**src/rtl/rsw_pkg.sv**
```systemverilog
package rsw_pkg;
  typedef enum logic [2:0] {
    SEQ_IDLE,
    SEQ_GOT_HI,
    SEQ_GOT_LO,
    SEQ_ARMED,
    SEQ_WRITE
  } seq_state_e;
endpackage

```
**src/rtl/rsw_strobe_sync.sv**
```systemverilog
module rsw_strobe_sync #(
  parameter int STAGES = 2
) (
  input  logic clk,
  input  logic rst_n,
  input  logic strobe_async,
  output logic cyc_active,
  output logic cyc_start
);
  logic [STAGES:0] sh_q;
  logic [STAGES:0] sh_d;

  always_comb sh_d = {sh_q[STAGES-1:0], strobe_async};

  always_ff @(posedge clk or negedge rst_n) begin
    if (!rst_n) sh_q <= '0;
    else        sh_q <= sh_d;
  end

  assign cyc_active = sh_q[STAGES-1];
  assign cyc_start  = sh_q[STAGES-1] & ~sh_q[STAGES];

  // a start pulse never lasts two cycles
  assert_start_single_R9: assert property (@(posedge clk) disable iff (!rst_n)
    cyc_start |=> !cyc_start);
endmodule

```
**src/rtl/rsw_seq_fsm.sv**
```systemverilog
module rsw_seq_fsm
  import rsw_pkg::*;
#(
  parameter int          AW        = 16,
  parameter logic [15:0] KEY_HI    = 16'hFFFD,
  parameter logic [15:0] KEY_LO    = 16'hFFFC,
  parameter logic [7:0]  WR_PAGE   = 8'hFD,
  parameter logic [7:0]  BANK_PAGE = 8'hFC
) (
  input  logic          clk,
  input  logic          rst_n,
  input  logic          cyc_start,
  input  logic          cyc_active,
  input  logic [AW-1:0] addr,
  output logic          capture_o,
  output logic          bank_load_o,
  output logic          drive_o,
  output logic          we_n_o
);
  localparam int PW = AW - 8;

  seq_state_e state_q, state_d;
  logic hit_hi, hit_lo, in_wr_pg, in_bk_pg;

  assign hit_hi   = (addr == KEY_HI[AW-1:0]);
  assign hit_lo   = (addr == KEY_LO[AW-1:0]);
  assign in_wr_pg = (addr[AW-1:8] == WR_PAGE[PW-1:0]);
  assign in_bk_pg = (addr[AW-1:8] == BANK_PAGE[PW-1:0]);

  always_comb begin
    state_d     = state_q;
    capture_o   = 1'b0;
    bank_load_o = 1'b0;
    if (cyc_start) begin
      unique case (state_q)
        SEQ_IDLE:   state_d = hit_hi ? SEQ_GOT_HI : SEQ_IDLE;
        SEQ_GOT_HI: state_d = hit_lo ? SEQ_GOT_LO : (hit_hi ? SEQ_GOT_HI : SEQ_IDLE);
        SEQ_GOT_LO: begin
          if (in_wr_pg) begin
            capture_o = 1'b1;
            state_d   = SEQ_ARMED;
          end else if (in_bk_pg) begin
            bank_load_o = 1'b1;
            state_d     = SEQ_IDLE;
          end else begin
            state_d = hit_hi ? SEQ_GOT_HI : SEQ_IDLE;
          end
        end
        SEQ_ARMED:  state_d = SEQ_WRITE;
        default:    state_d = SEQ_IDLE;
      endcase
    end else if (state_q == SEQ_WRITE && !cyc_active) begin
      state_d = SEQ_IDLE;
    end
  end

  always_ff @(posedge clk or negedge rst_n) begin
    if (!rst_n) state_q <= SEQ_IDLE;
    else        state_q <= state_d;
  end

  assign drive_o = (state_q == SEQ_WRITE);
  assign we_n_o  = !((state_q == SEQ_WRITE) && cyc_active);

  assert_write_after_arm_R5: assert property (@(posedge clk) disable iff (!rst_n)
    (state_q == SEQ_WRITE && $past(state_q) != SEQ_WRITE) |-> $past(state_q) == SEQ_ARMED);
  assert_write_ends_R5: assert property (@(posedge clk) disable iff (!rst_n)
    (state_q == SEQ_WRITE && !cyc_active) |=> state_q == SEQ_IDLE);
  assert_lo_after_hi_R2: assert property (@(posedge clk) disable iff (!rst_n)
    (state_q == SEQ_GOT_LO && $past(state_q) != SEQ_GOT_LO) |-> $past(state_q) == SEQ_GOT_HI);
  assert_step_on_start_R9: assert property (@(posedge clk) disable iff (!rst_n)
    (!$past(cyc_start) && $past(state_q) != SEQ_WRITE) |-> $stable(state_q));
endmodule

```
**src/rtl/rsw_latch_bank.sv**
```systemverilog
module rsw_latch_bank #(
  parameter int AW = 16,
  parameter int DW = 8,
  parameter int BW = 2
) (
  input  logic          clk,
  input  logic          rst_n,
  input  logic          capture,
  input  logic          bank_load,
  input  logic [AW-1:0] addr,
  output logic [DW-1:0] latch_o,
  output logic [BW-1:0] bank_o
);
  logic [DW-1:0] latch_q;
  logic [BW-1:0] bank_q;

  always_ff @(posedge clk or negedge rst_n) begin
    if (!rst_n)       latch_q <= '0;
    else if (capture) latch_q <= addr[DW-1:0];
  end

  always_ff @(posedge clk or negedge rst_n) begin
    if (!rst_n)         bank_q <= '0;
    else if (bank_load) bank_q <= addr[BW-1:0];
  end

  assign latch_o = latch_q;
  assign bank_o  = bank_q;

  assert_bank_hold_R7: assert property (@(posedge clk) disable iff (!rst_n)
    !$past(bank_load) |-> $stable(bank_q));
  assert_latch_hold_R4: assert property (@(posedge clk) disable iff (!rst_n)
    !$past(capture) |-> $stable(latch_q));
endmodule

```
**src/rtl/rsw_ctrl.sv**
```systemverilog
module rsw_ctrl #(
  parameter int          AW          = 16,
  parameter int          DW          = 8,
  parameter int          BW          = 2,
  parameter int          SYNC_STAGES = 2,
  parameter logic [15:0] KEY_HI      = 16'hFFFD,
  parameter logic [15:0] KEY_LO      = 16'hFFFC,
  parameter logic [7:0]  WR_PAGE     = 8'hFD,
  parameter logic [7:0]  BANK_PAGE   = 8'hFC
) (
  input  logic          clk,
  input  logic          rst_n,
  input  logic [AW-1:0] addr,
  input  logic          rom_cyc,
  output logic          bus_drive_en,
  output logic [DW-1:0] data_out,
  output logic          sram_we_n,
  output logic          mem_oe_n,
  output logic [BW-1:0] bank_sel
);
  logic [1:0] rst_sh_q;
  logic       rst_n_s;
  logic       cyc_active, cyc_start, capture, bank_load, drive;

  always_ff @(posedge clk or negedge rst_n) begin
    if (!rst_n) rst_sh_q <= 2'b00;
    else        rst_sh_q <= {rst_sh_q[0], 1'b1};
  end
  assign rst_n_s = rst_sh_q[1];

  rsw_strobe_sync #(.STAGES(SYNC_STAGES)) u_sync (
    .clk(clk), .rst_n(rst_n_s), .strobe_async(rom_cyc),
    .cyc_active(cyc_active), .cyc_start(cyc_start)
  );

  rsw_seq_fsm #(
    .AW(AW), .KEY_HI(KEY_HI), .KEY_LO(KEY_LO),
    .WR_PAGE(WR_PAGE), .BANK_PAGE(BANK_PAGE)
  ) u_fsm (
    .clk(clk), .rst_n(rst_n_s), .cyc_start(cyc_start), .cyc_active(cyc_active),
    .addr(addr), .capture_o(capture), .bank_load_o(bank_load),
    .drive_o(drive), .we_n_o(sram_we_n)
  );

  rsw_latch_bank #(.AW(AW), .DW(DW), .BW(BW)) u_regs (
    .clk(clk), .rst_n(rst_n_s), .capture(capture), .bank_load(bank_load),
    .addr(addr), .latch_o(data_out), .bank_o(bank_sel)
  );

  assign bus_drive_en = drive;
  assign mem_oe_n     = !(cyc_active && !drive);

  assert_oe_off_in_write_R6: assert property (@(posedge clk) disable iff (!rst_n_s)
    !sram_we_n |-> mem_oe_n);
  assert_we_inside_drive_R5: assert property (@(posedge clk) disable iff (!rst_n_s)
    !sram_we_n |-> bus_drive_en);
endmodule

```
**config.mk**
```make
export PLATFORM = sky130hd
export DESIGN_NAME = rsw_ctrl
export DESIGN_NICKNAME = d
export VERILOG_FILES = /design/src/rtl/rsw_pkg.sv /design/src/rtl/rsw_strobe_sync.sv /design/src/rtl/rsw_seq_fsm.sv /design/src/rtl/rsw_latch_bank.sv /design/src/rtl/rsw_ctrl.sv
export SDC_FILE = /design/constraint.sdc
export NUM_CORES = 1
export LEC_CHECK = 0
export ABC_CLOCK_PERIOD_IN_PS = 900
export BUFFER_PORTS_ARGS = -buffer_cell sky130_fd_sc_hd__clkbuf_2
export CAP_MARGIN = 20
export CORE_MARGIN = 2
export CORE_UTILIZATION = 29
export DETAILED_ROUTE_END_ITERATION = 10
export GPL_ROUTABILITY_DRIVEN = 1
export HOLD_SLACK_MARGIN = 0.03
export PLACE_DENSITY = 0.52
export SLEW_MARGIN = 20
export SYNTH_ARGS = -nofsm -noshare
export SYNTH_HDL_FRONTEND = slang
export SYNTH_SLANG_ARGS = --single-unit
```
**constraint.sdc**
```tcl
create_clock -name clk -period 0.9 [get_ports clk]
set_clock_uncertainty 0.1 [all_clocks]
set_input_delay 0.09 -clock clk [delete_from_list [all_inputs] [get_ports clk]]
set_output_delay 0.09 -clock clk [all_outputs]
set_load 0.005 [all_outputs]
```
# After elaboration in Yosys (flattened, before gate mapping)
# Cells that the tools add are included.
[op_classes]
add_sub_neg = 0
mul = 0
div = 0
order_cmp = 0
n_eq_ne = 8
n_shift = 0
n_mux = 14
bitwise_logic = 2
n_reduce_logical = 9
[ops]
columns = ["cell", "n"]
rows = [
  ["== test 16 bit, second input constant", 2],
  ["== test 8 bit, second input constant", 2],
  ["two-way mux 3 bit", 4],
  ["one-hot mux 3 bit (4 select lines)", 1],
  ["two-way mux 1 bit", 8],
  ["== test 3 x 2 -> 1 bit, second input constant", 2],
  ["zero test 1 bit", 4],
  ["== test 3 x 1 -> 1 bit, second input constant", 1],
  ["== test 3 bit, second input constant", 1],
  ["logical AND 1 bit", 3],
  ["zero test 3 bit", 1],
  ["two-way mux 2 bit", 1],
  ["nonzero test 2 bit", 1],
  ["AND 1 bit", 1],
  ["NOT 1 bit", 1],
]
[totals]
register_bits = 18
latchBits = 0
ram_bits = 0
rom_bits = 0
in_bits = 19
n_memories = 0

# Depth between registers and ports, before layout
# Gate-level depths: netlist (run 1).
[depth]
word_depth = 6
ltp_mapped = 4
depth_no_buf = 4

# Hierarchy
# Synthesis (run 1) repeated with hierarchy kept, for this count alone.
[unflattened]
cells_unflattened = 62
area_unflattened_um2 = 865.8
[by_module_without_submodules]
columns = ["module", "n_inst", "cells_each", "area_each_um2", "seq_area_each_um2"]
rows = [
  ["rsw_latch_bank", 1, 21, 404.1, 250.2],
  ["rsw_seq_fsm", 1, 33, 312.8, 75.1],
  ["rsw_strobe_sync", 1, 4, 88.8, 75.1],
  ["rsw_ctrl", 1, 4, 60.1, 50.0],
]

# Worst setup path after synthesis (run 1)
# No wires, ideal clock.
[synth_timing]
kind = "register to register"
startpoint = "register u_sync.sh_q[1]"
endpoint = "register u_regs.latch_q[0], in the netlist u_regs.latch_o[0]"
setup_time_ps = 125
arrival_time_ps = 1506
t_required_ps = 675
path_slack_ps = -831
stages_incl_launch_ff = 5
n_path_buf = 0
synth_period_minus_slack_ps = 1731
path_cell_list = "dfrtp_1 > and2b_2 > nand2_2 > nor4_4 > mux2_2"
[synth_between]
elab_chain_len = 2
[synth_rtl]
columns = ["item", "line", "text"]
rows = [
  ["start: declaration", "rsw_strobe_sync.sv:10", "logic [STAGES:0] sh_q;"],
  ["start signal: assignment", "rsw_strobe_sync.sv:16", "if (!rst_n) sh_q <= '0;"],
  ["start signal: assignment", "rsw_strobe_sync.sv:17", "else sh_q <= sh_d;"],
  ["AND 1 bit", "rsw_strobe_sync.sv:21", "assign cyc_start = sh_q[STAGES-1] & ~sh_q[STAGES];"],
  ["two-way mux 1 bit", "rsw_seq_fsm.sv:34", "if (cyc_start) begin"],
  ["end signal: assignment", "rsw_latch_bank.sv:19", "else if (capture) latch_q <= addr[DW-1:0];"],
  ["end: declaration", "rsw_latch_bank.sv:14", "logic [DW-1:0] latch_q;"],
]
# Every way passes these cells.
# A chain may end at the register's enable or synchronous reset.

# Worst setup path after layout (run 1)
[layout_timing]
startpoint = "register u_sync.sh_q[2]"
endpoint = "register u_regs.latch_q[7], in the netlist u_regs.latch_o[7]"
[layout_between]
elab_chain_len = 3
[layout_rtl]
columns = ["item", "line"]
rows = [
  ["NOT 1 bit", "rsw_strobe_sync.sv:21"],
  ["AND 1 bit", "rsw_strobe_sync.sv:21"],
  ["two-way mux 1 bit", "rsw_seq_fsm.sv:34"],
]
# Every way passes these cells.

==> results summary, run 1 <==
At the placement stage, the worst setup path has a slack of -0.809 ns. The largest fanout of any net on the critical path came out at 6. The cell family contributing the most delay on the critical path is simple AND/OR/NAND/NOR gates. In this run the power density over the cells is 1170 nW/µm². The synthesized instance count came out at 61. The final weighted congestion in routability-driven placement is 0.730. The endpoint required time on the critical path is 0.99 ns. Counting every sink on the clock net gives 18. The hold-fix buffer count after cts is 9.

The critical path is of the reg -> reg type. Among all stages on the critical path, the largest delay is contributed by sky130_fd_sc_hd__dfrtp_1. The global-route wire length before repair is 3360 µm. The core occupancy in the finished layout is 55.4%. The total count of max-transition violations in the final report is 0. The cell area after layout came out at 1390 µm².

The total of warnings raised by yosys is 0. The register bit count reported by yosys is 18. STA classifies the critical path endpoint as a flop. The number of nets with antenna violations after routing is 0. The core region is 2500 µm².

Entering global routing, the biggest net connects 17 pins. The clock tree from TritonCTS is built. The final reports fail on negative hold slack, negative setup slack. The library cell used most frequently in the layout, excluding fill and tap cells, is sky130_fd_sc_hd__clkbuf_2. Global routing finished with a remaining overflow of 0.

In this run the static leakage power is 0.000675 µW. Traced cell by cell, the critical path runs through and2b_2 > nand2_4 > nor4_4 > buf_6 > mux2_4. After detailed routing, the average wire length per cell comes to 12.2 µm. The number of H-tree levels is 1.

In this run, CTS created clock tree buffers numbering 3. The worst setup path is launched from a flop. The sequential area share after synthesis came out at 57.9%. The flow ran to the end, but the final reports show violations. The die covers 3110 µm².

The summed instance area of the synthesized netlist came out at 778 µm². Leaving out fill and tap cells, the most frequent cells in the layout are sky130_fd_sc_hd__clkbuf_2, sky130_fd_sc_hd__dfrtp_1, sky130_fd_sc_hd__buf_4, sky130_fd_sc_hd__dlygate4sd3_1, sky130_fd_sc_hd__mux2_4. Row generation in the floorplan step produced 18 rows. The max-cap violation count came out at 0.

The count of input and output buffers came out at 31. Summing all multi-input logic gate instances after layout gives 424 µm². The count of pins on the block boundary is 32. The tightest min-delay check is of the in -> reg type. In this run the vertical extent of the chip is 55.8 µm. The number of global-route vias before repair was 749. The filler cells instantiated in the layout total 232.

Dividing the final minimum period by the clock period gives 185%. The residual DRC count came out at 0. The number of search-and-repair iterations in the first detailed-routing pass is 4.

For this configuration, the core starts out at a cell density of 31.1%. The worst setup margin came out at -0.769 ns. The worst path arrival time came out at 1.76 ns. The number of antenna diodes in the final layout is 0. After detailed routing, the number of vias per cell comes to 4.53.

The detailed router placed 711 vias in this run. Yosys mapped the design onto 22 distinct sky130hd cell types. The area taken by flip-flops and latches came out at 450 µm². The floorplan step set the die width to 55.8 µm. The overall routed net length came out at 1920 µm. In this run, the number of DRC markers left after iteration 0 of detailed routing was 8. The net count after synthesis is 80. The average instance area after synthesis is 12.8 µm².

Setup repair after global routing could not meet its margin everywhere. The maximum count of clock buffers along a single path came out at 2. IR analysis of the VDD net gives a maximum drop of 1.06 mV.

The area overhead of the layout relative to synthesis came out at 78.0%. The clock transition at the registers of the reported paths came out at 0.12 ns. The net count of the finished layout came out at 147. The cell sitting at the root of the clock tree is a sky130_fd_sc_hd__clkbuf_4.

In this design, the stage delay of the slowest critical-path cell is 0.39 ns. The top achievable clock speed came out at 599 MHz. Counting both buffers and inverters, the worst setup path holds a total of 1. The clock latency on the worst-skew pair came out at 0.31 ns. The wire-length estimate of the detail-placed layout is 1400 µm. The setup TNS is -11.40 ns. The total placed instance area came out at 1100 µm². The final hold violation count is 4. The final period demand of the worst path came out at 1.67 ns. The initial antenna violation count came out at 0. The overall global routing resource usage came out at 13.8%. The final-report setup violation count is 26. The fraction of layout instances using a drive strength above 1 came out at 62.2%.

The final hold slack came out at -0.0541 ns.
[registers in the layout, summed over array words and instances (netlist names)]
| register | cells |
|---|---|
| u_regs.latch_o | 8 |
| u_fsm.state_q | 3 |
| u_sync.sh_q | 3 |
| rst_sh_q | 2 |
| u_regs.bank_o | 2 |
[power breakdown]
| group | switching [µW] | total (µW) | internal [µW] |
|---|---|---|---|
| Clock | 278 | 525 | 247 |
| Sequential | 12.9 | 844 | 831 |
| Combinational | 114 | 256 | 142 |
[final timing paths]
check                                    startpoint  slack, ns                       endpoint  cells after the start
max                        u_sync.sh_q[2]$_DFF_PN0_      -0.77  u_regs.latch_o[7]$_DFFE_PN0P_                      5
min                                         addr[1]      -0.05   u_regs.bank_o[1]$_DFFE_PN0P_                      2
max reg2reg                u_sync.sh_q[2]$_DFF_PN0_      -0.77  u_regs.latch_o[7]$_DFFE_PN0P_                      5
min reg2reg                   rst_sh_q[1]$_DFF_PN0_       0.07  u_regs.latch_o[5]$_DFFE_PN0P_                      1
max in group asynchronous                     rst_n       0.05          rst_sh_q[1]$_DFF_PN0_                      3
min in group asynchronous     rst_sh_q[1]$_DFF_PN0_       0.07  u_regs.latch_o[5]$_DFFE_PN0P_                      1
[cell type report]
| type | instances | share of cell area, % |
|---|---|---|
| clock buffers | 4 | 2.62 |
| inverters | 2 | 0.542 |
| multi-input cells | 41 | 30.6 |
| flip-flops and latches | 18 | 32.5 |
| well taps | 30 | 2.71 |
| repair buffers | 62 | 31.0 |
[cells in the mapped netlist, drive strengths merged]
cell	instances	area share, %
nand4b	2	2.3
a31oi	3	2.4
and2b	1	1.1
or2	1	1.1
o21ai	1	0.64
o22ai	2	1.6
nor4b	1	1.1
nand2	3	1.8
nand4	2	1.6
nor4	3	4.3
nor2	4	1.9
mux2i	1	1.3
nor3	1	0.64
dfrtp	18	58
conb	1	0.48
mux2	10	14
nand2b	3	2.4
a21oi	1	0.64
nor4bb	1	1.3
inv	2	0.96
[cells by family (layout without fill, tap and decap cells)]
family | after synthesis | after routing | synth area share (%)
DFF | 18 | 18 | 57.9
muxes | 11 | 11 | 15.8
other | 1 | 1 | 0.482
and+or+nand+nor | 22 | 22 | 19.6
AOI/OAI and AO/OA | 7 | 7 | 5.30
buffers and inverters | 2 | 68 | 0.965
[metrics by stage]
stage	total power [µW]	cells	hold slack, ns
6_report	1620	157	-0.0541
5_1_grt	1700	157	-0.0575
4_1_cts	1620	153	-0.0576
3_5_place_dp	1040	136	-0.222
3_3_place_gp	1040	136	-0.223
2_1_floorplan	930	61	-0.306
[metal layers]
| metal | up-vias | global-route usage, % | part of all wire [%] | routed length (µm) |
|---|---|---|---|---|
| met4 | 0 | 3.14 | 0.78 | 15 |
| met3 | 2 | 5.35 | 5.4 | 103 |
| li1 | 358 | - | - | - |
| met5 | - | 0 | 0 | 0 |
| met1 | 334 | 17.4 | 45 | 871 |
| met2 | 17 | 22.3 | 48 | 928 |
[what timing repair did]
item / in CTS / in global routing
gates resized for setup: 19 / 5
endpoints found under the setup margin: 26 / 26
buffers inserted: 4 / 6
endpoints found under the hold margin: 13 / 4
pin swaps: 10 / 6
No activity file was read; power rests on OpenSTA's default activity.
==> inputs of run 2 (changes only) <==
CORE_ASPECT_RATIO = 0.6   (was not set)
==> run 2 against run 1 <==
Highest routed layer unchanged. Largest cell class unchanged. Count of clock-buffer cells in the layout is the same. Sequential share of layout area grew 1.7 points. Final cell count shrank 2.5%. The run still ends with negative hold slack, negative setup slack left.
==> results summary, run 2 (synthesis results as in run 1) <==
The number of instances on the worst hold path came out at 2. The initial antenna violation count is 0. The overall global routing resource usage came out at 15.1%. The global-route wire length before repair came out at 3450 µm. The top achievable clock speed came out at 598 MHz. The number of flip-flops under the largest register name is 8. The final hold violation count is 3. Data arrives at the worst endpoint at 1.71 ns. Clock tree synthesis selected as its root buffer the cell sky130_fd_sc_hd__clkbuf_8. The tightest min-delay check is of the in -> reg type.

The worst setup margin came out at -0.773 ns. The critical path goes through and2b_2 > nand2_4 > nor4_4 > buf_6 > mux2_4. Subtracting the final worst setup slack from the clock period gives 1.67 ns. In this run the horizontal extent of the chip is 70.9 µm.

The area enclosed by the die boundary came out at 3130 µm². Setup repair after global routing could not meet its margin everywhere. Of all nets on the critical path, the largest fanout is 8. The number of search-and-repair iterations in the first detailed-routing pass is 4. The repair_antennas step left the layout with diodes totalling 0. The clock reaches the later pin of the worst-skew pair after 0.26 ns. Leaving out fill and tap cells, the most frequent cells in the layout are sky130_fd_sc_hd__clkbuf_2, sky130_fd_sc_hd__buf_4, sky130_fd_sc_hd__dfrtp_1, sky130_fd_sc_hd__mux2_4.

The net count of the finished layout is 141. The startpoint identified for the worst hold timing path is addr[2]. The fraction of layout instances using a drive strength above 1 came out at 64.5%. The final hold slack is -0.0218 ns. The maximum count of clock buffers along a single path is 2.

For the worst setup path, the data required time is 0.94 ns. Tracing the worst setup path back leads to its startpoint at u_sync.sh_q[2]$_DFF_PN0_. The most frequent standard cell in the layout excluding fill and tap cells is sky130_fd_sc_hd__clkbuf_2. The worst reg2reg path depth is 5. On the worst path, the slowest cell contributes a delay of 0.37 ns. The number of global-route vias before repair came out at 716. The standby leakage power came out at 0.000650 µW.

The hold-fix buffer count after cts came out at 2. Entering global routing, the biggest net connects 11 pins. The final weighted congestion in routability-driven placement came out at 0.807. Setup slack on the worst reg-to-reg path comes out at -0.77 ns.

The kind of launch point of the worst setup path is a flop. Using the TritonRoute via totals, the vias-per-cell ratio works out to 4.67. The count of pins on the block boundary came out at 32. The number of nets with antenna violations after routing is 0. The detailed placement HPWL is 1530 µm. The total count of max-transition violations in the final report came out at 0. The core box area is 2520 µm².

Power spread over the standard cell area amounts to 1330 nW/µm². The floorplan has 14 rows. Buffers placed on the I/O ports in this run total 31. The area overhead of the layout relative to synthesis came out at 69.3%. The total clock sinks is 18. The initial standard-cell utilization of the core came out at 30.9%. Overall power consumption after layout is estimated at 1750 µW. Clock-pin slew was measured on the worst setup and hold paths at 0.07 ns. The checks that failed: negative hold slack, negative setup slack.

The total overflow reported by the global router is 0. The CTS buffer count is 3. For this block, the routed nets add up to 2140 µm of wire.

The cell count after placement came out at 140. The number of inserted filler cells in the final layout is 244. Setup violations remaining at the end of the flow were counted as 26.

The count of non-filler cells in the finished layout came out at 153. The slowest stage of the critical path is the sky130_fd_sc_hd__dfrtp_1 cell. CTS built an H-tree with a depth of 1. The height of the die came out at 44.1 µm.

For this run, design rule violations remaining after detail routing come to 0. In the finished design, the share of the clock period the worst path needs comes to 186%. The critical path endpoint category is a flop. The average detailed-routed wire length per instance came out at 14.0 µm. The run finished, with violations left. The setup path with the least slack is of type reg -> reg.

The clock tree from TritonCTS is built. The max-cap violation count is 0. The number of violations reported at the end of detailed-routing iteration 0 came out at 33.

VDD sags by at most 0.891 mV. The worst register-to-register path begins at u_sync.sh_q[2]$_DFF_PN0_. The core occupancy in the finished layout came out at 52.2%. The vias after detailed routing is 715.
## run 2: cell types whose count changed in the layout (fill, tap and decap cells not counted)
cell,change
sky130_fd_sc_hd__a31oi_1,+1
sky130_fd_sc_hd__a31oi_4,-1
sky130_fd_sc_hd__buf_4,+2
sky130_fd_sc_hd__buf_6,-1
sky130_fd_sc_hd__clkbuf_4,-3
sky130_fd_sc_hd__clkbuf_8,+3
sky130_fd_sc_hd__dlygate4sd3_1,-7
sky130_fd_sc_hd__nor2_1,+1
sky130_fd_sc_hd__nor2_4,-1
## run 2: worst paths after layout
kind,endpoint
setup / recovery,u_regs.latch_o[4]$_DFFE_PN0P_
hold / removal,u_regs.latch_o[2]$_DFFE_PN0P_
setup reg to reg,u_regs.latch_o[4]$_DFFE_PN0P_
hold reg to reg,u_regs.latch_o[0]$_DFFE_PN0P_
max in group asynchronous,u_sync.sh_q[2]$_DFF_PN0_
min in group asynchronous,rst_sh_q[0]$_DFF_PN0_
## run 2: final cells by class
cell class / instances / area, µm² / share of cell area [%]
flip-flops and latches: 18 / 450 / 34.2
multi-input cells: 41 / 402 / 30.5
repair buffers: 56 / 363 / 27.5
clock buffers: 4 / 55.1 / 4.18
well taps: 32 / 40.0 / 3.04
inverters: 2 / 7.51 / 0.570
## run 2: power by group
group	total [µW]	internal, µW	switching (µW)
combinational	243	131	112
clock	660	389	272
sequential	847	832	14.8
## run 2: metrics by stage
step,hold WS [ns],instance area [µm²],setup slack (ns),setup TNS (ns)
2_1_floorplan,-0.306,798,-0.831,-9.35
3_3_place_gp,-0.225,1110,-0.838,-9.76
3_5_place_dp,-0.223,1110,-0.825,-9.96
4_1_cts,-0.0218,1290,-0.793,-11.06
5_1_grt,-0.0237,1320,-0.867,-12.92
6_report,-0.0218,1320,-0.773,-11.03
## run 2: timing repair
| item | in CTS | in global routing |
|---|---|---|
| endpoints found under the setup margin | 26 | 26 |
| hold endpoints to repair | 7 | 4 |
| gates resized for setup | 17 | 1 |
| pin swaps | 6 | 3 |
| buffers inserted | 5 | 2 |
## run 2: worst max-delay path: cells and delay by family (launching register included)
family	cells	cell delay, ns
buffers and inverters	1	0.20
and+or+nand+nor	3	0.57
muxes	1	0.31
DFF	1	0.37
## run 2: metal layers
layer | wire length [µm] | track usage, % | part of all wire (%)
met2 | 993 | 23.2 | 46
met5 | 0 | 0 | 0
met3 | 127 | 5.92 | 5.9
met1 | 983 | 19.3 | 46
met4 | 38 | 6.42 | 1.8
==> inputs of run 3 (changes only) <==
ABC_CLOCK_PERIOD_IN_PS = 1600   (was 900)
CELL_PAD_IN_SITES_DETAIL_PLACEMENT = 1   (was not set)
CELL_PAD_IN_SITES_GLOBAL_PLACEMENT = 1   (was not set)
PLACE_DENSITY = 0.64   (was 0.52)
clock period = 1.6 ns   (was 0.9 ns; I/O delays follow)
==> run 3 against run 2 <==
Largest cell class unchanged. Hold slack better by 0.073 ns. The run ends with negative setup slack left. Wire length down 1.4%. Sequential share of layout area up 3.5 points. Critical path depth unchanged. Clock power down 43%. Via count down 5.3%. First-iteration DRC count down 45%. Final cell count down 6.5%. Count of clock-buffer cells in the layout unchanged. Design area down 9.2%.
==> results summary, run 3 (synthesis results as in run 1) <==
The worst path uses 100% of the clock period. The completed layout was analyzed and its total power is 968 µW. The number of search-and-repair iterations in the first detailed-routing pass came out at 4. The total clock sinks came out at 18. The endpoint required time on the critical path is 1.64 ns.

STA puts the critical path data arrival time at 1.64 ns. The run finished, with violations left. The clock latency on the worst-skew pair is 0.26 ns. The die covers 3130 µm². The CTS root buffer is sky130_fd_sc_hd__clkbuf_8. The overall global routing resource usage is 14.3%. The checks that failed: negative setup slack. The floorplan has 14 rows.

The width of the chip is 70.9 µm. Setup repair after global routing could not meet its margin everywhere. The final hold violation count is 0. After the first detailed-routing iteration, the DRC count stood at 18. The height of the die came out at 44.1 µm. The count of pins on the block boundary came out at 32.

The setup TNS came out at -0.00165 ns. The family with the most delay on the worst path is simple AND/OR/NAND/NOR gates. For this block, the routed nets add up to 2110 µm of wire. The top achievable clock speed is 624 MHz. The detailed placement HPWL came out at 1560 µm. The reported net switching power is 223 µW. The initial standard-cell utilization of the core is 30.9%. The most frequent standard cell in the layout excluding fill and tap cells is sky130_fd_sc_hd__clkbuf_2. The CTS buffer count came out at 3.

The total internal power came out at 745 µW. OpenSTA, run right after detailed placement, puts the worst setup slack at -0.113 ns. The initial antenna violation count is 0.

The total placed instance area is 1060 µm². In this run the static leakage power is 0.000597 µW. Of the total power, the share spent switching nets is 23.1%. Dividing total power by cell area gives a power density of 809 nW/µm². Leaving out fill and tap cells, the most frequent cells in the layout are sky130_fd_sc_hd__clkbuf_2, sky130_fd_sc_hd__dfrtp_1, sky130_fd_sc_hd__buf_4, sky130_fd_sc_hd__mux2_2.

The critical path class is reg -> reg. The register with the most flip-flops in the layout has 8 of them. The number of inserted filler cells in the final layout came out at 300. The part of the total power dissipated in the clock network came out at 38.9%.

The final weighted congestion in routability-driven placement came out at 0.729. The remaining max-slew budget at the tightest pin is 56.2%. For this design, the slowest cell found on the critical path is sky130_fd_sc_hd__dfrtp_1. The delay of the slowest cell on the worst path came out at 0.37 ns. Counting both buffers and inverters, the worst setup path holds a total of 1. The core occupancy in the finished layout is 47.4%. The global-route wire length before repair came out at 3330 µm. The number of H-tree levels came out at 1. The cell area after layout is 1200 µm².

The clock transition at the registers of the reported paths came out at 0.07 ns. The antenna diode count is 0. In the routed layout, each cell is associated on average with a via count of 4.73. The final period demand of the worst path came out at 1.60 ns. The average detailed-routed wire length per instance is 14.8 µm.

Setup violations remaining at the end of the flow were counted as 1. The worst-case IR drop observed on VDD is 0.583 mV. The fraction of layout instances using a drive strength above 1 came out at 58.6%. The register-to-register setup slack is -0.002 ns. The total count of max-transition violations in the final report is 0. The number of nets with antenna violations after routing came out at 0.

The total area inside the core boundary comes to 2520 µm². The critical path endpoint category is a flop. The residual DRC count is 0.

The transition time of the tightest slew-check pin came out at 0.658 ns. The net count of the finished layout came out at 131. TritonCTS built the clock tree.

The worst setup margin is -0.00165 ns. The largest fanout of any net on the critical path came out at 3. The max-cap violation count is 0.

Walking the worst path, the cells encountered are and2b_2 > nand2_4 > nor4b_4 > buf_4 > mux2_4. The path class of the tightest hold or removal check is in -> reg. The total overflow left after global routing is 0. The worst setup path is launched from a flop. The maximum count of clock buffers along a single path is 2. The routed layout has 677 vias. The area overhead of the layout relative to synthesis came out at 53.7%. The maximum number of pins on one net before global-route repair is 17. The number of global-route vias before repair was 691. The count of input and output buffers came out at 31.

The relative contribution of sequential cells to total power came out at 49.7%. Combinational logic is responsible for 11.4% of the overall power.
[run 3: timing repair]
item / CTS / global route
setup buffers: 0 / 2
pin swaps: 3 / 2
hold buffers: 2 / 0
gates resized for setup: 6 / 4
setup endpoints to repair: 11 / 11
endpoints found under the hold margin: 3 / 0
[run 3: final cells by class]
cell class	count	area [µm²]	area share, %
flip-flops and latches	18	450	37.7
multi-input cells	41	367	30.6
repair buffers	46	277	23.1
clock buffers	4	55.1	4.60
well taps	32	40.0	3.35
inverters	2	7.51	0.628
[run 3: power by group through the flow]
stage               logic [µW]  registers (µW)  clock network [µW]
global route               121             484                 414
finish                     110             481                 377
global placement          87.1             489                   0
CTS                       97.9             482                 392
floorplan                 27.8             491                   0
detailed placement        88.3             491                   0
[run 3: worst register-to-register path: cells and delay by family (launching register included)]
kind	cells	cell delay, ns
and+or+nand+nor	3	0.57
buffers and inverters	1	0.16
DFF	1	0.37
muxes	1	0.29
[run 3: metal layers]
layer / share of wire [%] / vias to the layer above / track usage [%]
li1: - / 322 / -
met1: 48 / 337 / 19.1
met2: 45 / 18 / 22.2
met3: 7.0 / 0 / 6.38
met4: 0 / 0 / 2.26
met5: 0 / - / 0
[run 3: final timing paths]
| path | startpoint | endpoint | depth (start not counted) |
|---|---|---|---|
| min | addr[6] | u_regs.latch_o[6]$_DFFE_PN0P_ | 2 |
| min reg2reg | rst_sh_q[1]$_DFF_PN0_ | u_regs.bank_o[0]$_DFFE_PN0P_ | 0 |
| max | u_sync.sh_q[2]$_DFF_PN0_ | u_regs.bank_o[1]$_DFFE_PN0P_ | 5 |
| max reg2reg | u_sync.sh_q[2]$_DFF_PN0_ | u_regs.bank_o[1]$_DFFE_PN0P_ | 5 |
| max in group asynchronous | rst_sh_q[1]$_DFF_PN0_ | u_sync.sh_q[2]$_DFF_PN0_ | 0 |
| min in group asynchronous | rst_n | rst_sh_q[0]$_DFF_PN0_ | 2 |
[run 3: stage by stage]
stage                     hold slack, ns  instances
after floorplan                   -0.236         61
after global placement            -0.154        135
after CTS                         0.0459        141
after global routing              0.0414        143
after detailed placement          -0.152        135
final                             0.0513        143
